===== config.mk =====
export PLATFORM = sky130hd
export DESIGN_NAME = bclk_gen
export DESIGN_NICKNAME = d
export VERILOG_FILES = /design/src/rtl/bclk_pkg.sv /design/src/rtl/bclk_edge_sync.sv /design/src/rtl/bclk_div_stage.sv /design/src/rtl/bclk_gen.sv
export SDC_FILE = /design/constraint.sdc
export NUM_CORES = 1
export LEC_CHECK = 0
export ABC_CLOCK_PERIOD_IN_PS = 2510
export BUFFER_PORTS_ARGS = -buffer_cell sky130_fd_sc_hd__buf_2
export CORE_MARGIN = 5
export CORE_UTILIZATION = 57
export CTS_BUF_LIST = sky130_fd_sc_hd__clkbuf_8
export DETAILED_ROUTE_END_ITERATION = 10
export PLACE_DENSITY = 0.76
export REMOVE_ABC_BUFFERS = 1
export SETUP_SLACK_MARGIN = 0.05
export SYNTH_ARGS = -nofsm -noshare
export SYNTH_HDL_FRONTEND = slang
export SYNTH_SLANG_ARGS = --single-unit

===== constraint.sdc =====
create_clock -name clk -period 2.51 [get_ports clk]
set_input_delay 0.1255 -clock clk [delete_from_list [all_inputs] [get_ports clk]]
set_output_delay 0.1255 -clock clk [all_outputs]
set_load 0.005 [all_outputs]

===== src/rtl/bclk_pkg.sv =====
package bclk_pkg;

    // Which tick stream drives the sampling stage
    typedef enum logic {
        SRC_SYS = 1'b0,
        SRC_PIN = 1'b1
    } src_kind_e;

    // Divisor from sampling clock to bit clock
    function automatic int unsigned ratio_div(input logic ratio_sel,
                                              input logic ext_mode,
                                              input int unsigned lo,
                                              input int unsigned hi);
        if (ext_mode) begin
            return 1;
        end
        return ratio_sel ? hi : lo;
    endfunction

    // Prescaler divisor for internal mode
    function automatic int unsigned pre_div(input logic pre_sel,
                                            input int unsigned lo,
                                            input int unsigned hi);
        return pre_sel ? hi : lo;
    endfunction

endpackage


===== src/rtl/bclk_edge_sync.sv =====
module bclk_edge_sync #(
    parameter int STAGES = 2
) (
    input  logic clk,
    input  logic rst_n,
    input  logic async_i,
    output logic rise_o
);
    // STAGES synchroniser flops plus one history flop for edge detect
    logic [STAGES:0] sync_d;
    logic [STAGES:0] sync_q;

    always_comb begin
        sync_d[0] = async_i;
        for (int i = 1; i <= STAGES; i++) begin
            sync_d[i] = sync_q[i-1];
        end
    end

    for (genvar g = 0; g <= STAGES; g++) begin : g_flop
        always_ff @(posedge clk or negedge rst_n) begin
            if (!rst_n) begin
                sync_q[g] <= 1'b0;
            end else begin
                sync_q[g] <= sync_d[g];
            end
        end
    end

    assign rise_o = sync_q[STAGES-1] & ~sync_q[STAGES];

endmodule


===== src/rtl/bclk_div_stage.sv =====
module bclk_div_stage #(
    parameter int CNT_W = 4
) (
    input  logic             clk,
    input  logic             rst_n,
    input  logic             clr_i,
    input  logic             tick_i,
    input  logic [CNT_W-1:0] limit_i,
    output logic             pulse_o
);
    logic [CNT_W-1:0] cnt_d;
    logic [CNT_W-1:0] cnt_q;
    logic             wrap;

    always_comb begin
        wrap  = (cnt_q == limit_i);
        cnt_d = cnt_q;
        if (clr_i) begin
            cnt_d = '0;
        end else if (tick_i) begin
            cnt_d = wrap ? '0 : cnt_q + 1'b1;
        end
    end

    always_ff @(posedge clk or negedge rst_n) begin
        if (!rst_n) begin
            cnt_q <= '0;
        end else begin
            cnt_q <= cnt_d;
        end
    end

    assign pulse_o = tick_i & wrap & ~clr_i;

endmodule


===== src/rtl/bclk_gen.sv =====
module bclk_gen
    import bclk_pkg::*;
#(
    parameter int SRC_W       = 3,
    parameter int PRE_LO      = 10,
    parameter int PRE_HI      = 30,
    parameter int RATIO_LO    = 16,
    parameter int RATIO_HI    = 64,
    parameter int SYNC_STAGES = 2
) (
    input  logic             clk,
    input  logic             rst_n,
    input  logic             ext_clk_i,
    input  logic [SRC_W-1:0] src_sel_i,
    input  logic             prescale_sel_i,
    input  logic             ratio_sel_i,
    input  logic             ext_mode_i,
    output logic             sample_en_o,
    output logic             bit_en_o
);
    localparam int MAX_EXP = (1 << SRC_W) - 2;
    localparam int POW_W   = (MAX_EXP < 1) ? 1 : MAX_EXP;
    localparam int PRE_W   = $clog2(PRE_HI);
    localparam int RAT_W   = $clog2(RATIO_HI);

    typedef struct packed {
        logic [SRC_W-1:0] src;
        logic             pre;
        logic             ratio;
        logic             ext;
    } cfg_t;

    typedef struct packed {
        cfg_t cfg;
        logic samp;
        logic bitp;
    } state_t;

    localparam cfg_t CFG_RST = '{src: '1, pre: 1'b0, ratio: 1'b0, ext: 1'b0};

    state_t     state_d;
    state_t     state_q;
    cfg_t       cfg_in;
    logic       clr;
    src_kind_e  kind;
    logic [PRE_W-1:0] pre_lim;
    logic [POW_W:0]   pow_full;
    logic [POW_W-1:0] pow_lim;
    logic [RAT_W-1:0] rat_lim;
    logic       pre_pulse;
    logic       pow_pulse;
    logic       pin_rise;
    logic       samp_tick;
    logic       rat_pulse;

    always_comb begin
        cfg_in.src   = src_sel_i;
        cfg_in.pre   = prescale_sel_i;
        cfg_in.ratio = ratio_sel_i;
        cfg_in.ext   = ext_mode_i;

        clr  = (cfg_in != state_q.cfg);
        kind = (cfg_in.src == '1) ? SRC_PIN : SRC_SYS;

        pre_lim  = PRE_W'(pre_div(cfg_in.pre, PRE_LO, PRE_HI) - 1);
        pow_full = ({{POW_W{1'b0}}, 1'b1} << cfg_in.src) - 1'b1;
        pow_lim  = pow_full[POW_W-1:0];
        rat_lim  = RAT_W'(ratio_div(cfg_in.ratio, cfg_in.ext, RATIO_LO, RATIO_HI) - 1);

        samp_tick = (kind == SRC_PIN) ? (pin_rise & ~clr) : pow_pulse;

        state_d      = state_q;
        state_d.cfg  = cfg_in;
        state_d.samp = samp_tick;
        state_d.bitp = rat_pulse;
    end

    always_ff @(posedge clk or negedge rst_n) begin
        if (!rst_n) begin
            state_q <= '{cfg: CFG_RST, samp: 1'b0, bitp: 1'b0};
        end else begin
            state_q <= state_d;
        end
    end

    bclk_edge_sync #(
        .STAGES (SYNC_STAGES)
    ) u_sync (
        .clk     (clk),
        .rst_n   (rst_n),
        .async_i (ext_clk_i),
        .rise_o  (pin_rise)
    );

    bclk_div_stage #(
        .CNT_W (PRE_W)
    ) u_pre (
        .clk     (clk),
        .rst_n   (rst_n),
        .clr_i   (clr),
        .tick_i  (kind == SRC_SYS),
        .limit_i (pre_lim),
        .pulse_o (pre_pulse)
    );

    bclk_div_stage #(
        .CNT_W (POW_W)
    ) u_pow (
        .clk     (clk),
        .rst_n   (rst_n),
        .clr_i   (clr),
        .tick_i  (pre_pulse),
        .limit_i (pow_lim),
        .pulse_o (pow_pulse)
    );

    bclk_div_stage #(
        .CNT_W (RAT_W)
    ) u_rat (
        .clk     (clk),
        .rst_n   (rst_n),
        .clr_i   (clr),
        .tick_i  (samp_tick),
        .limit_i (rat_lim),
        .pulse_o (rat_pulse)
    );

    assign sample_en_o = state_q.samp;
    assign bit_en_o    = state_q.bitp;

endmodule


### Word level (Yosys, flattened, before mapping)

Index checks and enable logic that the tools add are counted.

| storage, ports and cells | value |
|---|---|
| flip-flop bits (word level) | 28 |
| input bits | 9 |
| output and inout port bits | 2 |
| logic and storage cells | 54 |

| operators by class | value |
|---|---|
| add/sub/neg operators | 6 |
| eq/ne operators | 6 |
| shifts and indexed selects | 1 |
| multiplexer cells | 16 |
| bitwise logic cells | 11 |
| reduce and logical (&&, ||, !) cells | 2 |

Operators with widths:

| operator | count |
|---|---|
| 6-bit two-way mux | 7 |
| 5-bit two-way mux | 5 |
| 6-bit by 1-bit adder with 6-bit output (second input constant) | 2 |
| 6-bit == test | 2 |
| 6-bit by 1-bit subtractor with 6-bit output (second input constant) | 2 |
| 1-bit bitwise AND | 8 |
| 6-bit inequality test | 1 |
| 1-bit by 3-bit left shift with 6-bit output (first input constant) | 1 |
| 5-bit by 1-bit adder with 5-bit output (second input constant) | 1 |
| 5-bit == test | 1 |
| 5-bit by 1-bit subtractor with 5-bit output (second input constant) | 1 |
| 1-bit two-way mux | 4 |
| 2-bit nonzero test | 2 |
| 3-bit == test (second input constant) | 1 |
| 1-bit NOT | 3 |
| 2-bit by 1-bit inequality test with 1-bit output (second input constant) | 1 |

### Logic depth before layout (Yosys ltp)

Gate-level depths: netlist (run 1).

| logic depth | value |
|---|---|
| depth after elaboration | 10 |
| gate-level depth with buffers | 11 |
| gate-level depth less buffers | 9 |

### Hierarchy

Synthesis (run 1) repeated with hierarchy kept, for this count alone.

| second synthesis, totals | value |
|---|---|
| cells, all modules | 157 |
| area, all modules | 1684.1 um^2 |

By module, submodules not included:

| module | instances | cells an instance | area each (um^2) | seq. area each (um^2) |
|---|---|---|---|---|
| bclk_div_stage at u_pow ... | 2 | 40 | 406.6 | 150.1 |
| bclk_gen | 1 | 39 | 414.1 | 203.9 |
| bclk_div_stage at u_pre | 1 | 34 | 367.9 | 125.1 |
| bclk_edge_sync | 1 | 4 | 88.8 | 75.1 |

### Worst setup path before layout (run 1)

OpenSTA, ideal clock, no wires.

| timing path | value |
|---|---|
| path type | input port to flip-flop |
| from | input src_sel_i[0] |
| to | register u_rat.cnt_q[5] |
| library setup time | 121 ps |
| data arrival time | 2391 ps |
| required time | 2389 ps |
| setup slack | -1 ps |
| stages on the path | 10 |
| path buffers | 2 |
| path through | buf_2 -> or3_1 -> ha_1 -> buf_6 -> xnor2_1 -> or4_1 -> nand3_2 -> nand4_4 -> a32o_1 -> a22o_1 |

| between the ends | value |
|---|---|
| word-level cells in the longest chain between the ends | 9 |
| elaborated cells between the ends (all ways) | 16 |
| those cells by class | add/sub (1); eq/ne (3); shift (1); mux (3); bitwise (7); reduce/logical (1) |

RTL lines:

| element | RTL line | source |
|---|---|---|
| from (decl) | bclk_gen.sv:14 | `input logic [SRC_W-1:0] src_sel_i,` |
| parallel branches: the longest is 9 deep, another holds 6-bit by 1-bit subtractor with 6-bit output | - |  |
| to (signal assigned) | bclk_div_stage.sv:29 | `cnt_q <= cnt_d;` |
| to (decl) | bclk_div_stage.sv:12 | `logic [CNT_W-1:0] cnt_q;` |

Several ways; the timed one is not identified.
A chain may end at the register's enable or synchronous reset.

### Worst setup path in the final report (run 1)

Same ends and word-level chain as after synthesis.

==> results of run 1 <==
placed cells by master (no fill, tap or decap), types with 4 or more instances in the layout:
cell type / n
dfrtp_1: 25
nor2_1: 11
nor3_1: 7
nand2_1: 18
nand4_1: 6
a21oi_1: 8
and3_1: 5
inv_1: 4
xnor2_1: 4
buf_2: 10
xor2_1: 11
ha_1: 5
buf_4: 7
nand3_1: 8
cell type report:
cell class,count,share of cell area
clock buffer,3,0.0232
clock inverter,1,0.0168
inverter,4,0.00842
multi-input combinational,123,0.460
sequential,28,0.395
tap,31,0.0218
timing repair buffer,20,0.0744
critical path, delay by kind of cell:
| family | cells | cell delay (ns) |
|---|---|---|
| and+or+nand+nor | 4 | 1.20 |
| AOI/OAI and AO/OA | 2 | 0.56 |
| adders and majority gates | 1 | 0.24 |
| xor gates and xnor gates | 1 | 0.15 |
| buffers and inverters | 1 | 0.10 |
per-stage QoR:
stage | utilization | area, µm² | std cells | power (mW) | worst slack [ns]
after detailed placement | 0.620 | 1680 | 203 | 0.551 | 0.00476
after CTS | 0.654 | 1770 | 209 | 0.906 | 0.300
final | 0.658 | 1780 | 210 | 0.898 | 0.294
after global routing | 0.658 | 1780 | 210 | 0.940 | 0.132
after floorplan | - | 1540 | 155 | 0.510 | 0.183
after global placement | 0.620 | 1680 | 203 | 0.546 | 0.0692
sequential cells by signal, summed over array words and instances (netlist names):
name and cells:
state_q 6, u_pow.cnt_q 6, u_rat.cnt_q 6, u_pre.cnt_q 5, u_sync.sync_d 2, bit_en_o 1, sample_en_o 1, u_sync.sync_q 1
logic make-up after synthesis:
kind of cell,synth area share
AND/OR/NAND/NOR,0.246
adder cells (fa/ha/maj),0.0394
AO/OA/AOI/OAI,0.149
XOR/XNOR,0.0828
flip-flops,0.444
buffers and inverters,0.0386
routing by layer:
metal / part of all wire / GRT usage
met5: 0 / 0
met4: 0.0054 / 0.0477
met3: 0.026 / 0.0234
met2: 0.51 / 0.291
met1: 0.46 / 0.220
report_power, final:
group	leakage (nW)	switching [mW]	internal [mW]
clock network	0.0357	0.139	0.213
logic	0.382	0.0481	0.0332
registers	0.367	0.00358	0.460
worst max-delay path by stage:
stage                      start        endpoint  slack [ns]  cells after the start
global route        src_sel_i[0]  u_rat.cnt_q[0]        0.13                     10
floorplan           src_sel_i[0]  u_rat.cnt_q[5]        0.18                      8
CTS                 src_sel_i[0]  u_rat.cnt_q[5]        0.30                      9
finish              src_sel_i[0]  u_rat.cnt_q[5]        0.29                      9
detailed placement  src_sel_i[0]  u_rat.cnt_q[5]       0.005                      9
global placement    src_sel_i[0]  u_rat.cnt_q[5]        0.07                      9
timing repair:
action	4_1_cts	5_1_grt
hold endpoints to repair	26	1
endpoints found under the setup margin	0	0
hold buffers	2	1
==> key figures, run 1 <==
Outcome
  • Outcome: complete, no violations

CTS
  • Worst-path clk slew: ~0.1 ns
  • Latest clock arrival within the worst-skew pair: 0.27 ns
  • Htree depth: 1
  • Sink Count: 28
  • CTS buffer count: 3
  • Post-CTS setup buffer count: 0
  • CTS tree: built
  • Post-CTS Resized: 0
  • Deepest clock path buffer count: 2
  • Clk root buf: clkbuf_8

Die
  • Die ar.: 3940 µm²
  • Initial Util: 0.585
  • Die Width: 62.8 µm
  • IO Count: 11
  • Die height: 62.8 µm
  • Core area: around 2700 µm²
  • Row cnt: 19

Setup path
  • CP Max Fanout: 9
  • R2R Path Start: u_pow.cnt_q[2]
  • Crit. End Element: flip-flop
  • R2r setup slk: 0.43 ns
  • Slowest cell on crit path: or4_1
  • CP max stage delay: 0.49 ns
  • Crit path kind: input pin to flip-flop
  • Critical Path, Cell by Cell: buf_2 -> or3_1 -> ha_1 -> xnor2_1 -> or4_1 -> nand3_2 -> nand4_4 -> a32o_1 -> a22o_1
  • RR Endpoint: u_rat.cnt_q[5]
  • Startpoint Class: input pin
  • Crit path arrival time: 2.38 ns
  • Worst R2R Path Depth: 6
  • Req. time, crit path: 2.68 ns

Drt
  • Detail-routed net length per standard cell: roughly 15 µm
  • Final WL: 3170 µm
  • Via count: 1269
  • Drt first pass iters: 5
  • 1st-iter DRT viols: 92
  • Drt drc: 0
  • Detail Route Antenna Nets: 0
  • Vias per cell: 6.04

Synth
  • Syn Inst Count: 163
  • Ys flop type: dfrtp_1
  • Area leader, netlist: dfrtp_1
  • Synth area leaders: dfrtp_1 39%, xor2_1 6.1%, dfstp_2 5.0%
  • Most common cell in the synthesized netlist: dfrtp_1
  • Number of synthesized flops with an enable pin: 0
  • Synth warn: 0
  • Post-synthesis sequential area ratio: 0.444
  • Cell variety after synth: 46
  • Area fraction of the dominant cell type after synthesis: 0.394
  • Asr flop ratio synth: 1.00
  • Top post-synthesis cells by count: 25 x dfrtp_1, 18 x nand2_1, 11 x nor2_1, 11 x xor2_1
  • Netlist Area Pre-Place: 1590 µm²
  • Mapped Avg Cell Area: 9.73 µm²
  • Seq cells post-synth: 28

Finish
  • N_diodes: 0
  • Sequential cell area: slightly above 700 µm²
  • Synth-to-Final Area Change: 12.4%
  • Share of cells above drive strength 1: 0.168
  • Multi-input gate area in the final layout: 821 µm²
  • Fillers: 223
  • Total Nets Final: a little under 200

Timing
  • RSZ-0062 raised after global routing: false
  • Max_slew headroom: 0.530
  • Setup_tns: 0 ns
  • Post-Route Hold Slack: 0.00582 ns
  • Max Fclk: 451 MHz
  • Final Critical Period: 2.22 ns
  • Fin Clk Skew: between 0.005 and 0.006 ns
  • Crit share post-route: 0.883
  • Slew of the pin with the lowest slew margin: 0.700 ns
  • Final setup fails: 0
  • Final slew viol count: 0
  • Fin. Hold Viols: 0

Run
  • MaxCap Viol Count: 0

Global routing
  • Initial antenna violation count: 0
  • Largest net degree at the start of global routing: 29
  • Gr ovfl total: 0
  • Global-route wire length before repair: 5520 µm
  • All-layer global routing usage: 0.169
  • Vias in the first global route: 1236

Place
  • DP HPWL: 2340 µm
  • # port buffers: 10
  • Routability cong.: ~0.85

Power
  • Power density over the cells: 503 nW/µm²
  • IR drop worst, VDD: roughly 0.00039 V
  • P_leak: 0.784 nW

Hold path
  • Hold Crit Start: ratio_sel_i
  • Hold path depth: 1
  • Worst hold path endpoint: state_q[3]
  • Hold Path Class: input pin to flip-flop
Note: power is estimated with default switching activity, not from simulation.
==> run 2, diff against run 1 <==
--- a/config.mk
+++ b/config.mk
@@ -11,6 +11,7 @@
 export CORE_UTILIZATION = 57
 export CTS_BUF_LIST = sky130_fd_sc_hd__clkbuf_8
 export DETAILED_ROUTE_END_ITERATION = 10
+export GPL_TIMING_DRIVEN = 0
 export PLACE_DENSITY = 0.76
 export REMOVE_ABC_BUFFERS = 1
 export SETUP_SLACK_MARGIN = 0.05
==> run 2 against run 1 <==
Compared with the run above: sequential power hardly changed; highest routed layer unchanged; worst hold slack better by 0.0012 ns; final cell count is 3.8% lower; register-to-register slack worse by 0.07 ns; critical path depth stayed put; clock-buffer cell count stayed put; non-clock buffer count is 8 lower; critical path type unchanged; sequential share of layout area is 1.4 points higher; cell area is 3.4% lower; largest power group unchanged; global-route usage is 0.93 points lower.
==> key figures, run 2 (synthesis gave the netlist of run 1 again) <==
CTS
  • Post-CTS setup buffer count: 0 (unchanged)
  • Latest clock arrival within the worst-skew pair: 0.27 ns (about the same)
  • Clk root buf: clkbuf_8 (unchanged)
  • Worst-path clk slew: 0.09 ns (was 0.10 ns)
  • CTS buffer count: 3 (unchanged)
  • Deepest clock path buffer count: 2 (unchanged)
  • Htree depth: 1 (unchanged)
  • Sink Count: 28 (unchanged)
  • CTS tree: built (unchanged)

Timing
  • Final slew viol count: 0 (unchanged)
  • Final setup fails: 0 (unchanged)
  • Post-Route Hold Slack: 0.00702 ns (was 0.00582 ns)
  • Max_slew headroom: 0.566 (was 0.530)
  • Final Critical Period: 2.36 ns (was 2.22 ns)
  • Fin Clk Skew: 0.00238 ns (was 0.00567 ns)
  • Slew of the pin with the lowest slew margin: 0.646 ns (was 0.700 ns)
  • Fin. Hold Viols: 0 (unchanged)
  • Max Fclk: 424 MHz (was 451 MHz)
  • RSZ-0062 raised after global routing: true (was false)
  • Crit share post-route: 0.941 (was 0.883)
  • Setup_tns: 0 ns (unchanged)
  • Setup WS post-layout: 0.149 ns (was 0.294 ns)

Finish
  • Final instance area: 1720 µm² (was 1780 µm²)
  • Fillers: 221 (was 223)
  • N_diodes: 0 (unchanged)
  • Sequential cell area: 704 µm² (unchanged)
  • Commonest non-fill, non-tap cell in the layout: dfrtp_1 (unchanged)
  • Non-Filler Instances: 202 (was 210)
  • Most frequent cells in the layout: 25 x dfrtp_1, 18 x nand2_1, 11 x nor2_1, 11 x xor2_1, 10 x buf_2 (unchanged)
  • Total Nets Final: 186 (was 194)
  • Synth-to-Final Area Change: 8.52% (was 12.4%)
  • Largest registers: state_q: 6 flops, u_pow.cnt_q: 6 flops, u_rat.cnt_q: 6 flops (unchanged)
  • Share of cells above drive strength 1: 0.135 (was 0.168)
  • Multi-input gate area in the final layout: 822 µm² (was 821 µm²)

Power
  • NetSw: 0.184 mW (was 0.191 mW)
  • IR drop worst, VDD: 0.000328 V (was 0.000387 V)
  • Share of power burned in registers: 0.524 (was 0.517)
  • P_leak: 0.748 nW (was 0.784 nW)
  • Switching Share: 0.208 (was 0.212)
  • Power density over the cells: 514 nW/µm² (was 503 nW/µm²)
  • Internal: 0.700 mW (was 0.707 mW)
  • Logic pwr share: 0.081 (was 0.091)
  • Clock network power share: 0.395 (was 0.393)

Die
  • Core area: 2710 µm² (unchanged)
  • Die height: 62.8 µm (unchanged)
  • Row cnt: 19 (unchanged)
  • Die Width: 62.8 µm (unchanged)
  • IO Count: 11 (unchanged)
  • Die ar.: 3940 µm² (unchanged)
  • Initial Util: 0.585 (unchanged)

Place
  • Placed instance count: 196 (was 203)
  • Worst slack, placed: -0.145 ns (was 0.00476 ns)
  • # port buffers: 10 (unchanged)
  • Placed Area: 1630 µm² (was 1680 µm²)
  • DP HPWL: 2190 µm (was 2340 µm)
  • Routability cong.: 0.873 (was 0.847)

Setup path
  • Crit. End Element: flip-flop (unchanged)
  • Crit path kind: input pin to flip-flop (unchanged)
  • Worst R2R Path Depth: 6 (unchanged)
  • RR Endpoint: u_rat.cnt_q[5] (unchanged)
  • Crit path arrival time: 2.53 ns (was 2.38 ns)
  • R2R Path Start: u_pre.cnt_q[2] (was u_pow.cnt_q[2])
  • Req. time, crit path: 2.68 ns (about the same)
  • Startpoint Class: input pin (unchanged)
  • CP Max Fanout: 13 (was 9)
  • R2r setup slk: 0.36 ns (was 0.43 ns)

Global routing
  • Most used routing layer: met2 (unchanged)
  • Met2 usage: 0.275 (was 0.291)
  • Largest net degree at the start of global routing: 29 (unchanged)
  • Global-route wire length before repair: 5170 µm (was 5520 µm)
  • Met3 GRT Util: 0.0288 (was 0.0234)
  • All-layer global routing usage: 0.160 (was 0.169)
  • Gr ovfl total: 0 (unchanged)
  • Initial antenna violation count: 0 (unchanged)
  • Vias in the first global route: 1218 (was 1236)
  • GR met1 Demand/Resource: 0.195 (was 0.220)

Hold path
  • Hold Crit Start: prescale_sel_i (was ratio_sel_i)
  • Hold Path Class: input pin to flip-flop (unchanged)
  • Hold path depth: 1 (unchanged)
  • Worst hold path endpoint: state_q[4] (was state_q[3])

Drt
  • Via count: 1242 (was 1269)
  • Detail Route Antenna Nets: 0 (unchanged)
  • 1st-iter DRT viols: 70 (was 92)
  • Vias per cell: 6.15 (was 6.04)
  • Detail-routed net length per standard cell: 14.9 µm (was 15.1 µm)
  • Final WL: 3000 µm (was 3170 µm)
  • Drt drc: 0 (unchanged)
  • Drt first pass iters: 4 (was 5)

Run
  • MaxCap Viol Count: 0 (unchanged)

Outcome
  • Outcome: complete, no violations (unchanged)
-- run 2: cell types whose count changed in the layout (fill, tap and decap cells not counted), sizes merged --
cell | before | now
buf | 17 | 10
dlygate4sd3 | 3 | 2
-- run 2: how the worst max path moves through the flow --
stage | startpoint | endpoint | slack, ns
2_1_floorplan | src_sel_i[0] | u_rat.cnt_q[5] | 0.18
3_3_place_gp | src_sel_i[1] | u_rat.cnt_q[5] | -0.1
3_5_place_dp | src_sel_i[1] | u_rat.cnt_q[5] | -0.14
4_1_cts | src_sel_i[1] | u_rat.cnt_q[5] | 0.15
5_1_grt | src_sel_i[1] | u_rat.cnt_q[5] | 0.05
6_report | src_sel_i[1] | u_rat.cnt_q[5] | 0.15
-- run 2: layout make-up --
type	count	area share
inverter	4	0.00872
multi-input combinational	123	0.477
tap	31	0.0225
clock inverter	1	0.0174
timing repair buffer	12	0.0407
clock buffer	3	0.0240
sequential	28	0.409
-- run 2: power groups by stage --
stage	clock network [mW]	registers (mW)	logic (mW)
after floorplan	0	0.472	0.0380
after global placement	0	0.472	0.0668
after detailed placement	0	0.472	0.0701
after global routing	0.378	0.465	0.0816
after CTS	0.358	0.464	0.0726
final	0.349	0.464	0.0715
-- run 2: timing repair --
| item | CTS | global route |
|---|---|---|
| endpoints found under the setup margin | 0 | 1 |
| hold buffers | 2 | 0 |
| resized for setup | 0 | 1 |
| hold endpoints to repair | 26 | 0 |
-- run 2: stage by stage --
stage	util	power [mW]
after floorplan	-	0.510
after global placement	0.601	0.539
after detailed placement	0.601	0.543
after CTS	0.635	0.894
after global routing	0.635	0.924
final	0.635	0.884
-- run 2: routing by layer --
layer | share of wire | wire length [µm]
met2 | 0.50 | 1500
met5 | 0 | 0
met3 | 0.037 | 112
met4 | 0.014 | 42
met1 | 0.45 | 1350
-- run 2: worst max-delay path, stage by stage --
cell	delay [ns]
buf_2	0.18
or3_1	0.37
ha_1	0.29
xnor2_1	0.18
or4_1	0.49
nand3_2	0.15
nand4_4	0.18
a32o_1	0.33
a22o_1	0.22
